### src/rtl/issue_rs_pkg.sv
package issue_rs_pkg;

  typedef enum logic {
    SLOT_A = 1'b0,
    SLOT_B = 1'b1
  } slot_id_e;

  function automatic slot_id_e other_slot(input slot_id_e s);
    return (s == SLOT_A) ? SLOT_B : SLOT_A;
  endfunction

endpackage

### src/rtl/issue_rs_slot.sv
module issue_rs_slot #(
  parameter int TAG_W = 4,
  parameter int PAY_W = 32,
  parameter int NSRC  = 2
) (
  input  logic               clk,
  input  logic               rst_n,
  input  logic               flush,
  input  logic               alloc,
  input  logic [PAY_W-1:0]   alloc_payload,
  input  logic [NSRC*TAG_W-1:0] alloc_tags,
  input  logic [NSRC-1:0]    alloc_rdy,
  input  logic               wb_valid,
  input  logic [TAG_W-1:0]   wb_tag,
  input  logic               release_i,
  output logic               occupied,
  output logic               all_ready,
  output logic [PAY_W-1:0]   payload
);

  logic                    valid_q, valid_d;
  logic [NSRC-1:0]         rdy_q, rdy_d;
  logic [NSRC-1:0]         wb_hit, new_hit;
  logic [NSRC*TAG_W-1:0]   tag_q;
  logic [PAY_W-1:0]        pay_q;
  logic                    load_en;

  always_comb begin
    for (int j = 0; j < NSRC; j++) begin
      wb_hit[j]  = valid_q && wb_valid && (tag_q[j*TAG_W +: TAG_W] == wb_tag);
      new_hit[j] = wb_valid && (alloc_tags[j*TAG_W +: TAG_W] == wb_tag);
    end
    load_en = alloc && !flush;
    valid_d = valid_q;
    rdy_d   = rdy_q | wb_hit;
    if (flush) begin
      valid_d = 1'b0;
    end else if (alloc) begin
      valid_d = 1'b1;
      rdy_d   = alloc_rdy | new_hit;
    end else if (release_i) begin
      valid_d = 1'b0;
    end
  end

  always_ff @(posedge clk or negedge rst_n) begin
    if (!rst_n) begin
      valid_q <= 1'b0;
      rdy_q   <= '0;
    end else begin
      valid_q <= valid_d;
      rdy_q   <= rdy_d;
    end
  end

  always_ff @(posedge clk) begin
    if (load_en) begin
      tag_q <= alloc_tags;
      pay_q <= alloc_payload;
    end
  end

  assign occupied  = valid_q;
  assign all_ready = valid_q && (&rdy_q);
  assign payload   = pay_q;

  for (genvar j = 0; j < NSRC; j++) begin : g_wake_chk

    wake_sets_rdy_chk: assert property (@(posedge clk) disable iff (!rst_n)
      (valid_q && !flush && !alloc && !release_i && wb_valid &&
       tag_q[j*TAG_W +: TAG_W] == wb_tag) |=> rdy_q[j]);

    rdy_sticky_chk: assert property (@(posedge clk) disable iff (!rst_n)
      (valid_q && rdy_q[j] && !flush && !alloc && !release_i) |=> rdy_q[j]);
  end

endmodule

### src/rtl/issue_rs_pick.sv
module issue_rs_pick
  import issue_rs_pkg::*;
#(
  parameter int NUM_SLOTS = 2
) (
  input  logic                 clk,
  input  logic                 rst_n,
  input  logic                 flush,
  input  logic [NUM_SLOTS-1:0] slot_valid,
  input  logic [NUM_SLOTS-1:0] slot_rdy,
  input  logic                 in_valid,
  input  logic                 out_ready,
  output logic                 issue_valid,
  output logic                 issue_idx,
  output logic                 in_ready,
  output logic [NUM_SLOTS-1:0] alloc_vec,
  output logic [NUM_SLOTS-1:0] release_vec
);

  slot_id_e old_q, old_d;

  if (NUM_SLOTS == 1) begin : g_one
    always_comb begin
      issue_valid    = slot_rdy[0];
      issue_idx      = (old_q == SLOT_B);
      in_ready       = !flush && (!slot_valid[0] || (slot_rdy[0] && out_ready));
      alloc_vec[0]   = in_valid && in_ready;
      release_vec[0] = issue_valid && out_ready;
      old_d          = SLOT_A;
    end
  end else begin : g_two
    logic     both, fire, alloc_go;
    slot_id_e alloc_idx;
    logic [1:0] after;

    always_comb begin
      both        = slot_rdy[0] && slot_rdy[1];
      issue_valid = slot_rdy[0] || slot_rdy[1];
      issue_idx   = both ? (old_q == SLOT_B) : slot_rdy[1];
      fire        = issue_valid && out_ready;
      in_ready    = !flush && (!(&slot_valid) || fire);
      alloc_go    = in_valid && in_ready;
      if (!slot_valid[0])      alloc_idx = SLOT_A;
      else if (!slot_valid[1]) alloc_idx = SLOT_B;
      else                     alloc_idx = slot_id_e'(issue_idx);
      alloc_vec[0]   = alloc_go && (alloc_idx == SLOT_A);
      alloc_vec[1]   = alloc_go && (alloc_idx == SLOT_B);
      release_vec[0] = fire && !issue_idx;
      release_vec[1] = fire && issue_idx;
      after = (slot_valid & ~release_vec) | alloc_vec;
      old_d = old_q;
      if (flush)           old_d = SLOT_A;
      else if (&after)     old_d = alloc_go ? other_slot(alloc_idx) : old_q;
      else if (after[1])   old_d = SLOT_B;
      else if (after[0])   old_d = SLOT_A;
    end


    age_hold_chk: assert property (@(posedge clk) disable iff (!rst_n)
      ((&slot_valid) && !flush &&
       !(issue_valid && out_ready && (issue_idx == (old_q == SLOT_B))))
      |=> (old_q == $past(old_q)));
  end

  always_ff @(posedge clk or negedge rst_n) begin
    if (!rst_n) old_q <= SLOT_A;
    else        old_q <= old_d;
  end

endmodule

### src/rtl/issue_rs.sv
module issue_rs #(
  parameter int NUM_SLOTS = 2,
  parameter int TAG_W     = 4,
  parameter int PAY_W     = 32,
  parameter int NSRC      = 2
) (
  input  logic                   clk,
  input  logic                   rst_n,
  input  logic                   flush,
  input  logic                   in_valid,
  output logic                   in_ready,
  input  logic [PAY_W-1:0]       in_payload,
  input  logic [NSRC*TAG_W-1:0]  in_src_tag,
  input  logic [NSRC-1:0]        in_src_rdy,
  input  logic                   wb_valid,
  input  logic [TAG_W-1:0]       wb_tag,
  output logic                   out_valid,
  input  logic                   out_ready,
  output logic [PAY_W-1:0]       out_payload
);

  localparam int SRC_BITS = NSRC * TAG_W;

  logic [NUM_SLOTS-1:0] slot_valid, slot_rdy, alloc_vec, release_vec;
  logic [PAY_W-1:0]     slot_pay [NUM_SLOTS];
  logic                 issue_idx;
  logic [SRC_BITS-1:0]  src_tags;

  assign src_tags = in_src_tag;

  for (genvar s = 0; s < NUM_SLOTS; s++) begin : g_slot
    issue_rs_slot #(
      .TAG_W (TAG_W),
      .PAY_W (PAY_W),
      .NSRC  (NSRC)
    ) u_slot (
      .clk           (clk),
      .rst_n         (rst_n),
      .flush         (flush),
      .alloc         (alloc_vec[s]),
      .alloc_payload (in_payload),
      .alloc_tags    (src_tags),
      .alloc_rdy     (in_src_rdy),
      .wb_valid      (wb_valid),
      .wb_tag        (wb_tag),
      .release_i     (release_vec[s]),
      .occupied      (slot_valid[s]),
      .all_ready     (slot_rdy[s]),
      .payload       (slot_pay[s])
    );
  end

  issue_rs_pick #(
    .NUM_SLOTS (NUM_SLOTS)
  ) u_pick (
    .clk         (clk),
    .rst_n       (rst_n),
    .flush       (flush),
    .slot_valid  (slot_valid),
    .slot_rdy    (slot_rdy),
    .in_valid    (in_valid),
    .out_ready   (out_ready),
    .issue_valid (out_valid),
    .issue_idx   (issue_idx),
    .in_ready    (in_ready),
    .alloc_vec   (alloc_vec),
    .release_vec (release_vec)
  );

  if (NUM_SLOTS == 1) begin : g_mux1
    assign out_payload = slot_pay[0];
  end else begin : g_mux2
    assign out_payload = slot_pay[issue_idx];
  end


  issue_from_ready_chk: assert property (@(posedge clk) disable iff (!rst_n)
    (out_valid && out_ready) |->
      ($countones(release_vec) == 1) && (|(release_vec & slot_rdy & slot_valid)));

  offer_hold_chk: assert property (@(posedge clk) disable iff (!rst_n)
    (out_valid && !out_ready && !flush) |=> out_valid);

  flush_clear_chk: assert property (@(posedge clk) disable iff (!rst_n)
    flush |=> (slot_valid == '0) && !out_valid);

  no_silent_fill_chk: assert property (@(posedge clk) disable iff (!rst_n)
    !(in_valid && in_ready) |=> ($countones(slot_valid) <= $countones($past(slot_valid))));

endmodule

### config.mk
export PLATFORM = sky130hd
export DESIGN_NAME = issue_rs
export DESIGN_NICKNAME = d
export VERILOG_FILES = /design/src/rtl/issue_rs_pkg.sv /design/src/rtl/issue_rs_slot.sv /design/src/rtl/issue_rs_pick.sv /design/src/rtl/issue_rs.sv
export SDC_FILE = /design/constraint.sdc
export NUM_CORES = 1
export LEC_CHECK = 0
export ABC_CLOCK_PERIOD_IN_PS = 3820
export BUFFER_PORTS_ARGS = -buffer_cell sky130_fd_sc_hd__buf_2
export CAP_MARGIN = 20
export CELL_PAD_IN_SITES_DETAIL_PLACEMENT = 1
export CELL_PAD_IN_SITES_GLOBAL_PLACEMENT = 1
export CORE_MARGIN = 2
export CORE_UTILIZATION = 35
export CTS_CLUSTER_DIAMETER = 120
export DETAILED_ROUTE_END_ITERATION = 7
export HOLD_SLACK_MARGIN = 0.03
export PLACE_DENSITY = 0.77
export SLEW_MARGIN = 25
export SYNTH_ARGS = -nofsm -noshare
export SYNTH_HDL_FRONTEND = slang
export SYNTH_HIERARCHICAL = 1
export SYNTH_SLANG_ARGS = --single-unit
### constraint.sdc
create_clock -name clk -period 3.82 [get_ports clk]
set_input_delay 0.382 -clock clk [delete_from_list [all_inputs] [get_ports clk]]
set_output_delay 0.382 -clock clk [all_outputs]
set_load 0.02 [all_outputs]
==> results.cfg, run 1 <==
[placement]
placed_cells = 445
place_congestion = 0.757
hpwl_um = 5400
io_buffers = 85
placedInstanceArea_um2 = 4400
pre_cts_ws_ps = 1100

[power]
p_per_area_nw_per_um2 = 401
peakVddDrop_v = 0.000145
p_leak_nw = 1.73
fin_total_pwr_mw = 1.84

[synthesis]
synth_seq_cells = 87
syn_area_um2 = 3810
yosysSeqAreaShare = 0.676
syn_inst = 222
synth_edf_count = 80
synth-async-reset-ratio = 0.0805
ys_types = 38
ys_warn_count = 6
ys.flop_type = edfxtp_1
syn_nets = 274
syn_avg_cell_area_um2 = 17.2

[grt]
grt_pass1_wl_um = 11700
grt_max_degree = 29
grt_pass1_vias = 2303
grt_antenna_before_repair = 0
grt_overflow = 0
grt_usage = 0.132

[hold_path]
holdPathStages = 1
hold_path.class = primary input to flip-flop
hold_start = in_payload[3]
holdPathEnd = g_slot[1].u_slot/payload[3]$_DFFE_PP_

[clock_network]
cts_tree = yes
clockRootBuffer = clkbuf_8
cts_sinks = 87
cts-buffers-inserted = 9
cts_resized = 0
clk_pin_slew_ps = 100
cts_buffer_depth = 2
ctsHtreeMaxLevel = 3
clk_latency_ps = 350

[sta]
max_clock_freq_mhz = 326
maxSlewViolCount = 0
final.period_utilization = 0.802
skew_ps = 12.7
layout_min_cycle_time_ps = 3060
finalHoldViolations = 0
report.final.setup_viol = 0
final.setup.worst_slack_ps = 756
rsz0062_at_grt = false
max_slew_margin = 0.518
tightest_slew_ps = 722
tns_ps = 0

[critical_path]
r2r_cells = 7
r2r-start = g_slot[0].u_slot/occupied$_DFFE_PN0P_
rr_endpoint = g_slot[0].u_slot/payload[23]$_DFFE_PP_
arrival_ps = 2680
cp-start-kind = flip-flop
critPathMaxFanout = 23
required_ps = 3440
r2r_slack_ps = 1140
critical_path_class = flip-flop to output port
end_kind = output port

[floorplan]
rows = 38
dieArea_um2 = 11800
die_h_um = 108
core_um2 = 10700
io_pins = 86
start_util = 0.355
die_x_um = 108

[routing]
drc_errors = 0
routed_wl_um = 7560
dr.first_iter.drc_count = 87
vias_per_cell = 4.73
wire_per_inst_um = 16.4
vias = 2186
drtPass1Iterations = 4
drtAntennaViolNets = 0

[layout]
layout-drive-gt1-share = 0.466
syn_to_final_growth_pct = 20.4
fin_nets = 369
fin_cells = 462
finalInstanceArea_um2 = 4590
antennaDiodeCount = 0

[flow_run]
max-cap-violations = 0

[run_status]
outcome = finished, final reports clean
-- critical path: stages (launching register included) --
cell      delay (ps)
dfrtp_1          520
and3_1           310
nand2b_1         100
nand2_1           80
inv_2            530
buf_4            300
mux2_4           320
buf_2            160
-- per-layer routing --
metal	vias up	global-route usage	routed length, µm
li1	1027	-	-
met1	1076	0.163	3220
met2	70	0.228	3840
met3	13	0.0247	375
met4	0	0.0568	131
met5	-	0	0
-- what timing repair did --
item,CTS,global route
setup buffers,0,0
hold buffers,1,0
endpoints found under the hold margin,7,0
-- cell families (layout without fill, tap and decap cells) --
logic type	after synthesis	count (layout)	share of synthesized area
xor gates and xnor gates	26	26	0.0597
DFF	87	87	0.676
AOI/OAI and AO/OA	22	22	0.0472
buffers and inverters	17	117	0.0321
and+or+nand+nor	38	38	0.0613
muxes	32	32	0.124
-- final cells by class --
class,count,area [µm²]
clock inverter,7,53.8
fill,1116,6150
tap,140,175
multi-input combinational,118,1130
sequential,87,2580
inverter,11,41.3
timing repair buffer,90,490
clock buffer,9,124
-- stage by stage --
step                 util  hold slack [ps]
floorplan               -             86.4
global placement    0.410              229
detailed placement  0.410              227
CTS                 0.427              198
global route        0.427              203
finish              0.427              214
-- cell usage after synthesis, types with 3 or more instances --
| library cell | instances | area, µm² |
|---|---|---|
| nor3b_2 | 3 | 37.5 |
| a21oi_1 | 5 | 25.0 |
| dfrtp_1 | 7 | 175 |
| nand2_1 | 5 | 18.8 |
| nor3_1 | 4 | 20.0 |
| edfxtp_1 | 80 | 2400 |
| inv_1 | 9 | 33.8 |
| xor2_1 | 20 | 175 |
| nand2b_1 | 3 | 18.8 |
| mux2_4 | 30 | 450 |
| or2b_1 | 4 | 30.0 |
| xnor2_1 | 6 | 52.6 |
| nor2b_1 | 3 | 18.8 |
| nor2_1 | 4 | 15.0 |
| buf_12 | 3 | 60.1 |
-- power by group --
part | switching (mW) | internal, mW
registers | 0.0151 | 1.07
logic | 0.0940 | 0.0824
clock network | 0.336 | 0.242
-- placed cells by master, fill, tap and decap left out, types with 3 or more instances in the layout --
master,Yosys,layout
dfrtp_1,7,7
xnor2_1,6,6
buf_2,2,85
or2b_1,4,4
xor2_1,20,20
nand2b_1,3,3
a21oi_1,5,5
nor3b_2,3,3
clkbuf_8,0,9
inv_1,9,8
inv_6,0,3
edfxtp_1,80,80
clkinvlp_4,0,3
nand2_1,5,5
nor2_1,4,4
nor3_1,4,4
mux2_4,30,30
inv_2,2,3
-- how the worst max path moves through the flow --
stage	depth (start not counted)	slack [ps]	from	to
detailed placement	7	1100	g_slot[0].u_slot/occupied$_DFFE_PN0P_	out_payload[8]
CTS	7	720	g_slot[0].u_slot/occupied$_DFFE_PN0P_	out_payload[8]
global placement	7	1210	g_slot[0].u_slot/occupied$_DFFE_PN0P_	out_payload[4]
finish	7	760	g_slot[0].u_slot/occupied$_DFFE_PN0P_	out_payload[8]
floorplan	8	810	g_slot[0].u_slot/occupied$_DFFE_PN0P_	g_slot[1].u_slot/rdy_q[0]$_DFF_PN0_
global route	7	610	g_slot[0].u_slot/occupied$_DFFE_PN0P_	out_payload[4]
-- flip-flops by register name, indices dropped and copies added, names as in the netlist --
| signal | flops |
|---|---|
| g_slot.u_slot/occupied | 2 |
| g_slot.u_slot/payload | 64 |
| g_slot.u_slot/rdy_q | 4 |
| g_slot.u_slot/tag_q | 16 |
| u_pick/old_q | 1 |
Power figures use the tool's default switching activity.
==> inputs of run 2 (changes only) <==
- ABC_AREA: not set -> 1
- ABC_CLOCK_PERIOD_IN_PS: 3820 -> 2500
- PLACE_DENSITY: 0.77 -> 0.82
- clock period: 3.82 -> 2.5 ns (I/O delays scaled with it)
==> results.cfg, run 2 <==
[routing]
vias_per_cell = 4.61
wire_per_inst_um = 14.5
routed_wl_um = 9370
dr.first_iter.drc_count = 119
vias = 2972
drtPass1Iterations = 6
drtAntennaViolNets = 0
drc_errors = 0

[layout]
final_common_cell = nand2_1
final_cell_mix = 175 x nand2_1, 85 x buf_2, 80 x edfxtp_1, 43 x inv_1, 38 x nor2_1
regArea_um2 = 2580
layout-drive-gt1-share = 0.274
fin_nets = 551
multiInputGateArea_um2 = 1090
syn_to_final_growth_pct = 21.7
fill_cells = 1283
fin_cells = 644
final_util = 0.440
finalInstanceArea_um2 = 4810
antennaDiodeCount = 0
largest_reg_flops = 64

[critical_path]
rr_endpoint = g_slot[1].u_slot/payload[31]$_DFFE_PP_
end_kind = output port
cp-start-kind = flip-flop
crit_chain = inv_1, nor2_1, nand2_2, inv_6, buf_4, nand2_1, nand2_1, buf_2
critPathBufInv = 4
cp-endpoint = out_payload[20]
required_ps = 2250
cp.depth = 8
r2r_slack_ps = 430
r2r_cells = 9
r2r-start = g_slot[1].u_slot/occupied$_DFFE_PN0P_
slowest_delay_ps = 420
crit_top_cell = nand2_1
critPathMaxFanout = 21
cp_top_family = buffers and inverters
crit_slowest_cell = dfrtp_1
critical_path_class = flip-flop to output port
arrival_ps = 2010
cp-startpoint = g_slot[1].u_slot/occupied$_DFFE_PN0P_

[synthesis]
syn_nets = 456
syn_inst = 404
synth-async-reset-ratio = 0.0805
syn_avg_cell_area_um2 = 9.78
synth.area.top_cells = edfxtp_1 61%, nand2_1 17%, dfrtp_1 4.4%
synth_edf_count = 80
synth_seq_cells = 87
syn_area_um2 = 3950
ys_types = 22
yosysTopAreaCellShare = 0.608
yosysTopAreaCell = edfxtp_1
synth.top_cells.by_count = 175 x nand2_1, 80 x edfxtp_1, 43 x inv_1
synth.most_common_cell = nand2_1
yosysSeqAreaShare = 0.653
ys.flop_type = edfxtp_1
ys_warn_count = 6

[clock_network]
clockRootBuffer = clkbuf_16
cts_tree = yes
cts_sinks = 87
cts_buffer_depth = 2
clk_latency_ps = 340
clk_pin_slew_ps = 70
cts-buffers-inserted = 9
ctsHtreeMaxLevel = 3

[sta]
layout_min_cycle_time_ps = 2260
rsz0062_at_grt = false
hold_ws_ps = 92.0
skew_ps = 8.64
maxSlewViolCount = 0
tightest_slew_ps = 330
finalHoldViolations = 0
max_slew_margin = 0.777
max_clock_freq_mhz = 442
final.setup.worst_slack_ps = 239
final.period_utilization = 0.905
report.final.setup_viol = 0
tns_ps = 0

[floorplan]
dieArea_um2 = 12200
die_h_um = 110
core_um2 = 10900
start_util = 0.361
die_x_um = 110
rows = 38
io_pins = 86

[placement]
placed_cells = 627
hpwl_um = 6930
pre_cts_ws_ps = 382
placedInstanceArea_um2 = 4500
io_buffers = 85
place_congestion = 0.795

[grt]
grt_overflow = 0
grt_pass1_wl_um = 14900
grt_max_degree = 33
grt_pass1_vias = 3116
grt_antenna_before_repair = 0
grt_usage = 0.163

[power]
p_int_mw = 2.45
p_per_area_nw_per_um2 = 686
peakVddDrop_v = 0.000282
switching_share = 0.256
pwr-share-clk = 0.394
switchingPower_mw = 0.845
seq_power_share = 0.506
comb_power_share = 0.100
p_leak_nw = 2.18
fin_total_pwr_mw = 3.30

[hold_path]
hold_path.class = primary input to flip-flop

[run_status]
outcome = finished, final reports clean

[flow_run]
max-cap-violations = 0
run 2: cell types whose count changed in the layout (fill, tap and decap cells not counted), moves of 9 or more:
cell	delta
nand2_1	+170
inv_1	+35
nor2_1	+34
mux2_4	-30
xor2_1	-20
nand2_2	+14
clkbuf_16	+9
clkbuf_8	-9
run 2: routing by layer:
metal	up-vias	part of all wire	track usage
met5	-	0	0
met4	0	0.016	0.0580
met3	13	0.048	0.0276
met2	74	0.51	0.301
met1	1424	0.42	0.188
li1	1461	-	-
run 2: timing repair:
| action | 4_1_cts | 5_1_grt |
|---|---|---|
| endpoints found under the setup margin | 3 | 9 |
| setup buffers | 0 | 0 |
| cloned | 0 | 0 |
| hold buffers | 1 | 0 |
| endpoints found under the hold margin | 7 | 0 |
| gates resized for setup | 1 | 2 |
run 2: layout make-up:
class,instances,area share
Sequential cell,87,0.536
Multi-Input combinational cell,258,0.226
Timing Repair Buffer,91,0.0984
Clock buffer,9,0.0468
Inverter,52,0.0432
Tap cell,140,0.0364
Clock inverter,7,0.0130
run 2: cells by family after synthesis:
kind of cell / synth area share
AOI/OAI and AO/OA: 0.0187
xor gates and xnor gates: 0.00444
buffers and inverters: 0.0754
DFF: 0.653
and+or+nand+nor: 0.249
run 2: worst min-delay path by stage:
stage                   start                                     end  slack [ps]  cells past startpoint
2_1_floorplan           rst_n   g_slot[0].u_slot/occupied$_DFFE_PN0P_         -50                      0
3_3_place_gp            rst_n     g_slot[1].u_slot/rdy_q[0]$_DFF_PN0_         100                      1
3_5_place_dp            rst_n     g_slot[1].u_slot/rdy_q[0]$_DFF_PN0_         100                      1
4_1_cts        in_payload[18]  g_slot[0].u_slot/payload[18]$_DFFE_PP_          80                      1
5_1_grt        in_payload[18]  g_slot[0].u_slot/payload[18]$_DFFE_PP_          90                      1
6_report       in_payload[18]  g_slot[0].u_slot/payload[18]$_DFFE_PP_          90                      1
run 2: power by group through the flow:
stage	Clock, mW	Combinational [mW]	Sequential, mW
finish	1.30	0.330	1.67
global route	1.39	0.376	1.67
CTS	1.35	0.336	1.67
detailed placement	0	0.332	1.70
global placement	0	0.317	1.70
floorplan	0	0.196	1.69
